**src/rtl/sfc_pkg.sv**
```systemverilog
package sfc_pkg;

  typedef struct packed {
    logic [1:0] hi_sel;
    logic [2:0] unused;
    logic       tx_clr;
    logic       rx_clr;
    logic       fifo_en;
  } ctl_byte_t;

  localparam int unsigned LOW_MARK = 1;

  function automatic int unsigned high_mark(input logic [1:0] sel);
    case (sel)
      2'b00:   return 1;
      2'b01:   return 4;
      2'b10:   return 8;
      default: return 14;
    endcase
  endfunction

endpackage

```
**src/rtl/sfc_ctrl.sv**
```systemverilog
module sfc_ctrl (
  input  logic       clk,
  input  logic       rst,
  input  logic       we,
  input  logic [7:0] wdata,
  output logic       fifo_mode,
  output logic [1:0] hi_sel,
  output logic       rx_flush,
  output logic       tx_flush
);
  import sfc_pkg::*;

  ctl_byte_t wr;
  assign wr = ctl_byte_t'(wdata);

  always_ff @(posedge clk) begin
    if (rst) begin
      fifo_mode <= 1'b0;
      hi_sel    <= 2'b00;
    end else if (we) begin
      fifo_mode <= wr.fifo_en;
      hi_sel    <= wr.hi_sel;
    end
  end

  // flush requests act on the write edge itself
  assign rx_flush = we && ((wr.fifo_en && wr.rx_clr) || (wr.fifo_en != fifo_mode));
  assign tx_flush = we && wr.fifo_en && wr.tx_clr;

  AST_MODE_HELD: assert property (@(posedge clk) disable iff (rst)
    !we |=> $stable(fifo_mode));

  AST_MODE_SWAP_EMPTIES: assert property (@(posedge clk) disable iff (rst)
    (we && wdata[0] != fifo_mode) |=> fifo_mode == $past(wdata[0]));

endmodule

```
**src/rtl/sfc_fifo.sv**
```systemverilog
module sfc_fifo #(
  parameter int DEPTH  = 16,
  parameter int DATA_W = 8,
  localparam int CNT_W = $clog2(DEPTH + 1),
  localparam int PTR_W = (DEPTH > 1) ? $clog2(DEPTH) : 1
) (
  input  logic              clk,
  input  logic              rst,
  input  logic              flush,
  input  logic [CNT_W-1:0]  cap,
  input  logic              push,
  input  logic [DATA_W-1:0] wdata,
  input  logic              pop,
  output logic [DATA_W-1:0] rdata,
  output logic [CNT_W-1:0]  level,
  output logic              drop
);

  logic [DATA_W-1:0] mem [DEPTH];
  logic [PTR_W-1:0]  wr_ptr, rd_ptr;
  logic              accept, take;

  assign accept = push && !flush && (level < cap);
  assign take   = pop && !flush && (level != '0);
  assign drop   = push && !flush && (level >= cap);

  function automatic logic [PTR_W-1:0] bump(input logic [PTR_W-1:0] p);
    return (p == PTR_W'(DEPTH - 1)) ? '0 : p + PTR_W'(1);
  endfunction

  always_ff @(posedge clk) begin
    if (accept) mem[wr_ptr] <= wdata;
  end

  assign rdata = mem[rd_ptr];

  always_ff @(posedge clk) begin
    if (rst || flush) begin
      wr_ptr <= '0;
      rd_ptr <= '0;
      level  <= '0;
    end else begin
      if (accept) wr_ptr <= bump(wr_ptr);
      if (take)   rd_ptr <= bump(rd_ptr);
      case ({accept, take})
        2'b10:   level <= level + CNT_W'(1);
        2'b01:   level <= level - CNT_W'(1);
        default: level <= level;
      endcase
    end
  end

  AST_LEVEL_BOUND: assert property (@(posedge clk) disable iff (rst)
    level <= CNT_W'(DEPTH));

  AST_FLUSH_EMPTIES: assert property (@(posedge clk) disable iff (rst)
    flush |=> level == '0);

  AST_NO_OVERFILL: assert property (@(posedge clk) disable iff (rst)
    (push && !pop && !flush && level >= cap) |=> level == $past(level));

  AST_EMPTY_POP: assert property (@(posedge clk) disable iff (rst)
    (pop && !push && !flush && level == '0) |=> level == '0);

endmodule

```
**src/rtl/serial_fifo_ctl.sv**
```systemverilog
module serial_fifo_ctl #(
  parameter int DEPTH  = 16,
  parameter int DATA_W = 8,
  localparam int CNT_W = $clog2(DEPTH + 1)
) (
  input  logic              clk,
  input  logic              rst,
  input  logic              cfg_we,
  input  logic [7:0]        cfg_wdata,
  input  logic              rx_push,
  input  logic [DATA_W-1:0] rx_wdata,
  input  logic              rx_pop,
  output logic [DATA_W-1:0] rx_rdata,
  output logic [CNT_W-1:0]  rx_level,
  input  logic              tx_push,
  input  logic [DATA_W-1:0] tx_wdata,
  input  logic              tx_pop,
  output logic [DATA_W-1:0] tx_rdata,
  output logic [CNT_W-1:0]  tx_level,
  output logic              rx_irq,
  output logic              rts,
  output logic              rx_overrun
);
  import sfc_pkg::*;

  logic             fifo_mode, rx_flush, tx_flush, rx_drop, tx_drop;
  logic [1:0]       hi_sel;
  logic [CNT_W-1:0] cap, l1, l2;

  sfc_ctrl u_ctrl (
    .clk       (clk),
    .rst       (rst),
    .we        (cfg_we),
    .wdata     (cfg_wdata),
    .fifo_mode (fifo_mode),
    .hi_sel    (hi_sel),
    .rx_flush  (rx_flush),
    .tx_flush  (tx_flush)
  );

  assign cap = fifo_mode ? CNT_W'(DEPTH) : CNT_W'(1);
  assign l1  = CNT_W'(LOW_MARK);
  assign l2  = fifo_mode ? CNT_W'(high_mark(hi_sel)) : CNT_W'(1);

  sfc_fifo #(.DEPTH(DEPTH), .DATA_W(DATA_W)) u_rxq (
    .clk   (clk),
    .rst   (rst),
    .flush (rx_flush),
    .cap   (cap),
    .push  (rx_push),
    .wdata (rx_wdata),
    .pop   (rx_pop),
    .rdata (rx_rdata),
    .level (rx_level),
    .drop  (rx_drop)
  );

  sfc_fifo #(.DEPTH(DEPTH), .DATA_W(DATA_W)) u_txq (
    .clk   (clk),
    .rst   (rst),
    .flush (tx_flush),
    .cap   (cap),
    .push  (tx_push),
    .wdata (tx_wdata),
    .pop   (tx_pop),
    .rdata (tx_rdata),
    .level (tx_level),
    .drop  (tx_drop)
  );

  // flags follow the receive level one cycle later
  always_ff @(posedge clk) begin
    if (rst) begin
      rx_irq     <= 1'b0;
      rts        <= 1'b1;
      rx_overrun <= 1'b0;
    end else begin
      rx_irq <= (rx_level >= l2);
      if (rx_level >= l2)      rts <= 1'b0;
      else if (rx_level <= l1) rts <= 1'b1;
      if (rx_flush)     rx_overrun <= 1'b0;
      else if (rx_drop) rx_overrun <= 1'b1;
    end
  end

  AST_RTS_HOLD: assert property (@(posedge clk) disable iff (rst)
    (rx_level > l1 && rx_level < l2) |=> rts == $past(rts));

  AST_RTS_STOP: assert property (@(posedge clk) disable iff (rst)
    (rx_level >= l2) |=> !rts);

  AST_OVR_STICKY: assert property (@(posedge clk) disable iff (rst)
    (rx_overrun && !rx_flush) |=> rx_overrun);

  AST_BYTE_CAP: assert property (@(posedge clk) disable iff (rst)
    !fifo_mode |-> rx_level <= CNT_W'(1));

endmodule

```
**config.mk**
```make
export PLATFORM = sky130hd
export DESIGN_NAME = serial_fifo_ctl
export DESIGN_NICKNAME = d
export VERILOG_FILES = /design/src/rtl/sfc_pkg.sv /design/src/rtl/sfc_ctrl.sv /design/src/rtl/sfc_fifo.sv /design/src/rtl/serial_fifo_ctl.sv
export SDC_FILE = /design/constraint.sdc
export NUM_CORES = 1
export LEC_CHECK = 0
export BUFFER_PORTS_ARGS = -buffer_cell sky130_fd_sc_hd__buf_2
export CAP_MARGIN = 5
export CORE_AREA = 3 3 227 229
export CTS_BUF_LIST = sky130_fd_sc_hd__clkbuf_8
export CTS_CLUSTER_SIZE = 14
export DETAILED_ROUTE_END_ITERATION = 8
export DIE_AREA = 0 0 230 232
export SLEW_MARGIN = 40
export SYNTH_ARGS = -nofsm -noshare
export SYNTH_HDL_FRONTEND = slang
export SYNTH_HIERARCHICAL = 1
export SYNTH_SLANG_ARGS = --single-unit
```
**constraint.sdc**
```tcl
create_clock -name clk -period 3.5 [get_ports clk]
set_input_delay 0.7 -clock clk [delete_from_list [all_inputs] [get_ports clk]]
set_output_delay 0.7 -clock clk [all_outputs]
set_load 0.03 [all_outputs]
```
==> results of run 1 <==
[how the worst max path moves through the flow]
stage / startpoint / end / slack [ps] / cells after the start
6_report: flip-flop / tx_rdata[7] / 300 / 5
2_1_floorplan: u_txq/level[4]$_SDFFE_PP0P_ / u_txq/level[2]$_SDFFE_PP0P_ / 340 / 13
3_3_place_gp: cfg_wdata[0] / u_rxq/level[4]$_SDFFE_PP0P_ / 280 / 13
4_1_cts: flip-flop / rx_rdata[1] / 30 / 5
3_5_place_dp: cfg_wdata[0] / u_rxq/level[4]$_SDFFE_PP0P_ / 210 / 13
5_1_grt: u_ctrl/fifo_mode$_SDFFE_PP0P_ / u_txq/level[4]$_SDFFE_PP0P_ / 120 / 11
[routing by layer]
layer	vias to the layer above	routed length (µm)
li1	3173	-
met1	3532	11900
met2	136	12600
met3	36	1090
met4	0	429
met5	-	0
[critical path, cell delays in order (launching register included)]
cell and delay (ps):
dfxtp_2 520, buf_12 290, mux4_2 570, a22oi_1 260, nand2_1 120, buf_2 190
[registers in the layout, indices dropped and copies added, names as in the netlist, named ones only]
signal and flops:
u_ctrl/hi_sel 2, u_rxq/mem 128, u_txq/level 5, u_rxq/level 5
u_txq/mem 128, rts 1, u_ctrl/fifo_mode 1, u_rxq/rd_ptr 4
rx_overrun 1, u_rxq/wr_ptr 4, u_txq/rd_ptr 4, rx_irq 1
u_txq/wr_ptr 4
[cell usage in the layout, fill, tap and decap left out, types with 6 or more instances in the layout]
cell	instances
mux4_2	64
nor2b_1	8
clkbuf_8	46
conb_1	6
a22oi_1	32
nor2_1	20
edfxtp_1	256
buf_2	56
a21oi_1	25
dfxtp_1	37
clkinv_1	11
inv_1	39
clkinv_2	6
buf_4	35
o21ai_0	12
nor4_1	7
and2_1	6
ha_1	32
nand3_1	13
mux2i_1	7
nand2_1	34
and3_1	6
nand4_1	6
[where the power goes]
group / internal [W] / leakage (nW) / switching [W] / total [W]
Combinational: 0.000624 / 1.79 / 0.000870 / 0.00149
Sequential: 0.00395 / 2.64 / 0.000137 / 0.00409
Clock: 0.00154 / 0.496 / 0.00133 / 0.00288
Total: 0.00612 / 4.92 / 0.00234 / 0.00846
[cell type report]
class	instances	area share [%]
sequential	296	58.2
multi-input combinational	375	25.1
tap	672	5.76
clock buffer	46	4.34
timing repair buffer	92	3.86
clock inverter	37	1.92
inverter	31	0.797
antenna	1	0.0171
[through the flow]
stage	hold slack, ps	cells	total power [W]
finish	385	1550	0.00846
global route	365	1550	0.00888
CTS	335	1549	0.00859
detailed placement	498	1466	0.00568
global placement	483	1466	0.00565
floorplan	468	734	0.00523
==> results.yml, run 1 <==
run_status:
  status: "finished clean"
drt:
  route.detailed.drc: 0
  detail_route.wirelength_um: 26000
  drt_pass1_iterations: 4
  vias_per_cell: 4.44
  drt_iter0_drc: 362
  vias: 6877
  ant_nets: 0
  post_drt_wl_per_cell_um: 16.8
floorplan:
  dieHeight_um: 232
  io_pins: 60
  dieArea_um2: 53400
  rows: 82
  die_w_um: 230
  initial_core_util_pct: 24.8
  coreArea_um2: 49900
sta:
  tightest_slew_ps: 820
  slew_headroom_pct: 45.2
  period_share_pct: 91.3
  slew_viol_final: 0
  setup_viol: 0
  grt_setup_unrepaired: "no"
  max_freq_mhz: 313
  hold_viol_final: 0
  tns_ps: 0
  skew_ps: 36.5
  final.setup.worst_slack_ps: 304
  fin_crit_ps: 3200
clocking:
  hold_buffers: 0
  root_buffer: "clkbuf_8"
  worst_skew_pair.late_latency_ps: 580
  clock-sinks: 296
  post_cts_resized: 0
  clkTransAtPathRegs_ps: 60
  cts_tree: "yes"
  post_cts.repair.setup_buffers: 0
  cts_htree_levels: 2
  cts_buffers: 45
  max-clock-path-buffers: 3
critical_path:
  timing.rr.end: "u_txq/level[4]$_SDFFE_PP0P_"
  critical_path_required_ps: 2800
  reg2reg_from: "u_ctrl/fifo_mode$_SDFFE_PP0P_"
  r2r_cells: 11
  endpoint_kind: "output pin"
  path_class: "reg -> out"
  regToRegSetupSlack_ps: 330
  cp.arrival_ps: 2500
  start_kind: "flip-flop"
  critPathMaxFanout: 25
global_route:
  grt_antenna_before_repair: 1
  grt_pass1_vias: 7088
  gr-usage-met3_pct: 1.62
  grt_busiest_layer: "met2"
  grt_max_degree: 33
  use_met1_pct: 12.9
  met2_usage_pct: 16.0
  overflow: 0
  grt_first_pass_wirelength_um: 40400
  track_usage_pct: 9.65
place:
  dpl_cell_area_um2: 13700
  place_ws_ps: 210
  place_hpwl_um: 16900
  gp_congestion: 0.750
  io_buffers: 56
synth:
  yosysWarnings: 6
  avgSynthCellArea_um2: 17.0
  postSynthCellCount: 729
  netlist_area_um2: 12400
cells_and_area:
  multi_input_area_um2: 3660
  final_core_util_pct: 29.3
  area.growth.synth_to_final_pct: 17.8
  regArea_um2: 8490
  num-nets-final: 904
  drive_above_1_share_pct: 28.3
  final_area_um2: 14600
  fillers: 5038
worst_hold_path:
  hold_start: "cfg_wdata[6]"
  hold_path.class: "in -> reg"
  whs_endpoint: "u_ctrl/hi_sel[0]$_SDFFE_PP0P_"
  hold_depth: 3
power:
  p_per_area_nw_per_um2: 580
  max-vdd-ir-drop_uv: 263
  power_leakage_nw: 4.92
run:
  maxCapViolCount: 0
(Power assumes the default switching activity.)
==> run 2: changes to the inputs <==
--- a/config.mk
+++ b/config.mk
@@ -5,13 +5,12 @@
 export SDC_FILE = /design/constraint.sdc
 export NUM_CORES = 1
 export LEC_CHECK = 0
-export BUFFER_PORTS_ARGS = -buffer_cell sky130_fd_sc_hd__buf_2
-export CAP_MARGIN = 5
 export CORE_AREA = 3 3 227 229
 export CTS_BUF_LIST = sky130_fd_sc_hd__clkbuf_8
 export CTS_CLUSTER_SIZE = 14
 export DETAILED_ROUTE_END_ITERATION = 8
 export DIE_AREA = 0 0 230 232
+export DONT_BUFFER_PORTS = 1
 export SLEW_MARGIN = 40
 export SYNTH_ARGS = -nofsm -noshare
 export SYNTH_HDL_FRONTEND = slang
==> run 2 against run 1 <==
Against the previous run: via count shrank 3.9%; count of clock-buffer cells in the layout rose by 3; utilization shrank 0.61 points; total power is 2.8% lower; final cell count shrank 3.5%; design area shrank 2.1%.
==> results.yml, run 2 (same netlist as run 1, synthesis figures left out) <==
run_status:
  status: "finished clean"
sta:
  slew_viol_final: 0
  fin_crit_ps: 3230
  grt_setup_unrepaired: "no"
  tightest_slew_ps: 753
  setup_viol: 0
  period_share_pct: 92.3
  hold_viol_final: 0
  max_freq_mhz: 310
  skew_ps: 19.7
  slew_headroom_pct: 49.6
  tns_ps: 0
global_route:
  overflow: 0
  grt_first_pass_wirelength_um: 40100
  track_usage_pct: 9.62
  grt_antenna_before_repair: 2
  grt_pass1_vias: 6851
  grt_max_degree: 33
clocking:
  cts_tree: "yes"
  max-clock-path-buffers: 3
  clkTransAtPathRegs_ps: 60
  clock-sinks: 296
  cts_htree_levels: 2
  post_cts.repair.setup_buffers: 0
  worst_skew_pair.late_latency_ps: 570
  root_buffer: "clkbuf_8"
  cts_buffers: 47
floorplan:
  coreArea_um2: 49900
  dieArea_um2: 53400
  io_pins: 60
  rows: 82
  dieHeight_um: 232
  die_w_um: 230
  initial_core_util_pct: 24.8
drt:
  detail_route.wirelength_um: 26100
  drt_iter0_drc: 460
  vias: 6609
  drt_pass1_iterations: 5
  ant_nets: 0
  vias_per_cell: 4.42
  route.detailed.drc: 0
  post_drt_wl_per_cell_um: 17.4
worst_hold_path:
  hold_path.class: "in -> reg"
  hold_depth: 1
critical_path:
  critPathMaxFanout: 25
  critical_path_required_ps: 2800
  r2r_cells: 12
  endpoint_kind: "output pin"
  start_kind: "flip-flop"
  cp.arrival_ps: 2530
  path_class: "reg -> out"
cells_and_area:
  final_cell_mix: "edfxtp_1, mux4_2, clkbuf_8"
  reg.largest.list: "u_rxq/mem x128, u_txq/mem x128"
  drive_above_1_share_pct: 23.2
  num-nets-final: 855
  final_common_cell: "edfxtp_1"
  area.growth.synth_to_final_pct: 15.3
  fin_cells: 1496
place:
  place_inst: 1415
  gp_congestion: 0.747
  io_buffers: 0
  place_hpwl_um: 17000
power:
  power_leakage_nw: 4.71
  max-vdd-ir-drop_uv: 231
  p_per_area_nw_per_um2: 575
run:
  maxCapViolCount: 0
## run 2: layout make-up
type | count | area [µm²]
fillers | 5037 | 35600
flip-flops and latches | 296 | 8490
multi-input cells | 375 | 3660
well taps | 672 | 841
clock buffers | 49 | 674
repair buffers | 41 | 320
clock inverters | 31 | 184
inverters | 31 | 116
diodes | 1 | 2.50
## run 2: per-stage QoR
stage / setup WS, ps / total power [W] / instance area (µm²) / util [%] / hold slack (ps)
floorplan: 344 / 0.00523 / 12400 / - / 468
global route: 95.9 / 0.00864 / 14300 / 28.7 / 167
global placement: 195 / 0.00556 / 13400 / 26.9 / 486
CTS: 181 / 0.00836 / 14300 / 28.6 / 155
finish: 270 / 0.00822 / 14300 / 28.7 / 208
detailed placement: 171 / 0.00558 / 13400 / 26.9 / 490
## run 2: critical path, cell delays in order (launching register included)
cell     delay [ps]
dfxtp_2         520
buf_12          280
mux4_2          570
a22oi_1         290
nand2_1         300
## run 2: final timing paths
kind,startpoint,end,slack [ps]
hold reg to reg,u_rxq/rd_ptr[1]$_SDFFE_PP0N_,flip-flop,500
setup / recovery,flip-flop,tx_rdata[6],270
hold / removal,rst,u_ctrl/fifo_mode$_SDFFE_PP0P_,210
setup reg to reg,u_ctrl/fifo_mode$_SDFFE_PP0P_,u_rxq/level[4]$_SDFFE_PP0P_,370
## run 2: per-layer routing
metal  up-vias  GRT usage, %  wire, µm
met5         -             0         7
met4         2          3.33       625
li1       3067             -         -
met2       142          15.6     12500
met3        49          2.59      1450
met1      3349          12.4     11500
## run 2: where the power goes
part / total [W] / internal [W] / switching, W
clock: 0.00274 / 0.00144 / 0.00130
sequential: 0.00405 / 0.00396 / 0.0000912
combinational: 0.00143 / 0.000584 / 0.000847
total: 0.00822 / 0.00598 / 0.00224
## run 2: repair_timing
action,in CTS,in global routing
resized for setup,0,1
setup endpoints to repair,0,1
hold buffers,0,0
==> run 3: changes to the inputs <==
--- a/config.mk
+++ b/config.mk
@@ -5,11 +5,12 @@
 export SDC_FILE = /design/constraint.sdc
 export NUM_CORES = 1
 export LEC_CHECK = 0
-export CORE_AREA = 3 3 227 229
+export ABC_AREA = 1
+export CORE_AREA = 3 3 235 237
 export CTS_BUF_LIST = sky130_fd_sc_hd__clkbuf_8
 export CTS_CLUSTER_SIZE = 14
 export DETAILED_ROUTE_END_ITERATION = 8
-export DIE_AREA = 0 0 230 232
+export DIE_AREA = 0 0 238 240
 export DONT_BUFFER_PORTS = 1
 export SLEW_MARGIN = 40
 export SYNTH_ARGS = -nofsm -noshare
==> run 3 against run 2 <==
Against the previous run: utilization down 0.28 points; clock power up 11%; sequential power up 7.9%; critical path depth up 2; global-route usage up 0.31 points; final cell count up 34%; sequential share of layout area down 3.4 points; critical path type unchanged.
==> results.yml, run 3 <==
floorplan:
  coreArea_um2: 53500
  rows: 85
  initial_core_util_pct: 24.8
  dieHeight_um: 240
  io_pins: 60
  die_w_um: 238
  dieArea_um2: 57100
place:
  io_buffers: 0
  place_hpwl_um: 18600
  place_inst: 1916
  gp_congestion: 0.769
cells_and_area:
  reg.largest.list: "u_rxq/mem x128, u_txq/mem x128"
  num-nets-final: 1333
  final_cell_mix: "edfxtp_1, inv_1, nand2_1"
  drive_above_1_share_pct: 11.6
  area.growth.synth_to_final_pct: 14.5
  fillers: 5456
  final_common_cell: "edfxtp_1"
  fin_cells: 2002
sta:
  setup_viol: 0
  tns_ps: 0
  grt_setup_unrepaired: "no"
  skew_ps: 39.3
  hold_viol_final: 0
  period_share_pct: 88.4
  fin_crit_ps: 3090
  tightest_slew_ps: 753
  slew_viol_final: 0
  slew_headroom_pct: 49.6
  max_freq_mhz: 323
synth:
  avgSynthCellArea_um2: 10.9
  netlist_area_um2: 13300
  postSynthCellCount: 1222
  yosysWarnings: 6
critical_path:
  cpPeakStageDelay_ps: 670
  cp.arrival_ps: 2390
  cp_slowest_cell: "dfxtp_4"
  path_class: "reg -> out"
  endpoint_kind: "output pin"
  critical_path_required_ps: 2800
  critPathMaxFanout: 48
  path_cells: "buf_4 -> a21oi_1 -> o21ai_0 -> nand3_1 -> nand3_1 -> nand2_1"
  start_kind: "flip-flop"
  cpMostUsedCell: "nand3_1"
clocking:
  cts_htree_levels: 2
  clkTransAtPathRegs_ps: 60
  root_buffer: "clkbuf_8"
  worst_skew_pair.late_latency_ps: 580
  post_cts_resized: 0
  hold_buffers: 0
  clock-sinks: 296
  post_cts.repair.setup_buffers: 0
  max-clock-path-buffers: 3
  cts_tree: "yes"
  cts_buffers: 48
drt:
  ant_nets: 0
  detail_route.wirelength_um: 28600
  drt_pass1_iterations: 5
  route.detailed.drc: 0
  post_drt_wl_per_cell_um: 14.3
  vias: 8651
  vias_per_cell: 4.32
  drt_iter0_drc: 534
global_route:
  overflow: 0
  grt_antenna_before_repair: 1
  grt_first_pass_wirelength_um: 45600
  grt_max_degree: 49
  grt_pass1_vias: 8505
  track_usage_pct: 9.93
power:
  power_leakage_nw: 5.67
  power.total_w: 0.00983
  swShare_pct: 33.7
  p_comb_share_pct: 24.5
  sequentialPowerShare_pct: 44.5
  clockPowerShare_pct: 31.0
  p_int_w: 0.00652
  switching_power_w: 0.00331
  max-vdd-ir-drop_uv: 328
  p_per_area_nw_per_um2: 647
run:
  maxCapViolCount: 0
worst_hold_path:
  hold_path.class: "in -> reg"
run_status:
  status: "finished clean"
[run 3: power by group through the flow]
stage	combinational [W]	clock, W	sequential, W
CTS	0.00242	0.00315	0.00438
detailed placement	0.00241	0	0.00445
global route	0.00274	0.00330	0.00441
floorplan	0.00199	0	0.00434
global placement	0.00236	0	0.00445
finish	0.00241	0.00305	0.00437
[run 3: layer usage]
metal	track usage [%]	vias up	routed length, µm
met5	0	-	0
met4	3.17	0	563
met2	16.6	185	13600
met1	13.2	4153	13200
met3	1.70	42	1270
li1	-	4271	-
[run 3: worst paths after layout]
check / to / slack [ps] / startpoint / cells after the start
worst max-delay path: tx_rdata[4] / 410 / flip-flop / 6
worst min-delay path: u_ctrl/fifo_mode$_SDFFE_PP0P_ / 190 / rst / 1
worst max register to register: u_rxq/level[4]$_SDFFE_PP0P_ / 720 / u_ctrl/fifo_mode$_SDFFE_PP0P_ / 17
worst min register to register: u_rxq/rd_ptr[2]$_SDFFE_PP0N_ / 510 / u_rxq/rd_ptr[2]$_SDFFE_PP0N_ / 2
[run 3: critical path, delay by kind of cell (launching register included)]
family	cells	cell delay [ps]
simple gates	3	480
buf+inv	1	450
compound gates	2	210
flops	1	670
[run 3: layout make-up]
class | instances | area [µm²] | area share [%]
Antenna cell | 1 | 2.50 | 0.0165
Multi-Input combinational cell | 663 | 3660 | 24.1
Clock buffer | 50 | 688 | 4.53
Clock inverter | 35 | 287 | 1.89
Timing Repair Buffer | 49 | 380 | 2.51
Tap cell | 696 | 871 | 5.74
Inverter | 212 | 796 | 5.24
Sequential cell | 296 | 8500 | 56.0
[run 3: per-stage QoR]
stage	cell area, µm²	util (%)	hold WS (ps)	worst slack, ps
global placement	14200	26.5	485	682
global route	15200	28.4	148	181
detailed placement	14200	26.6	493	624
CTS	15200	28.4	133	357
finish	15200	28.4	189	405
floorplan	13300	-	460	828
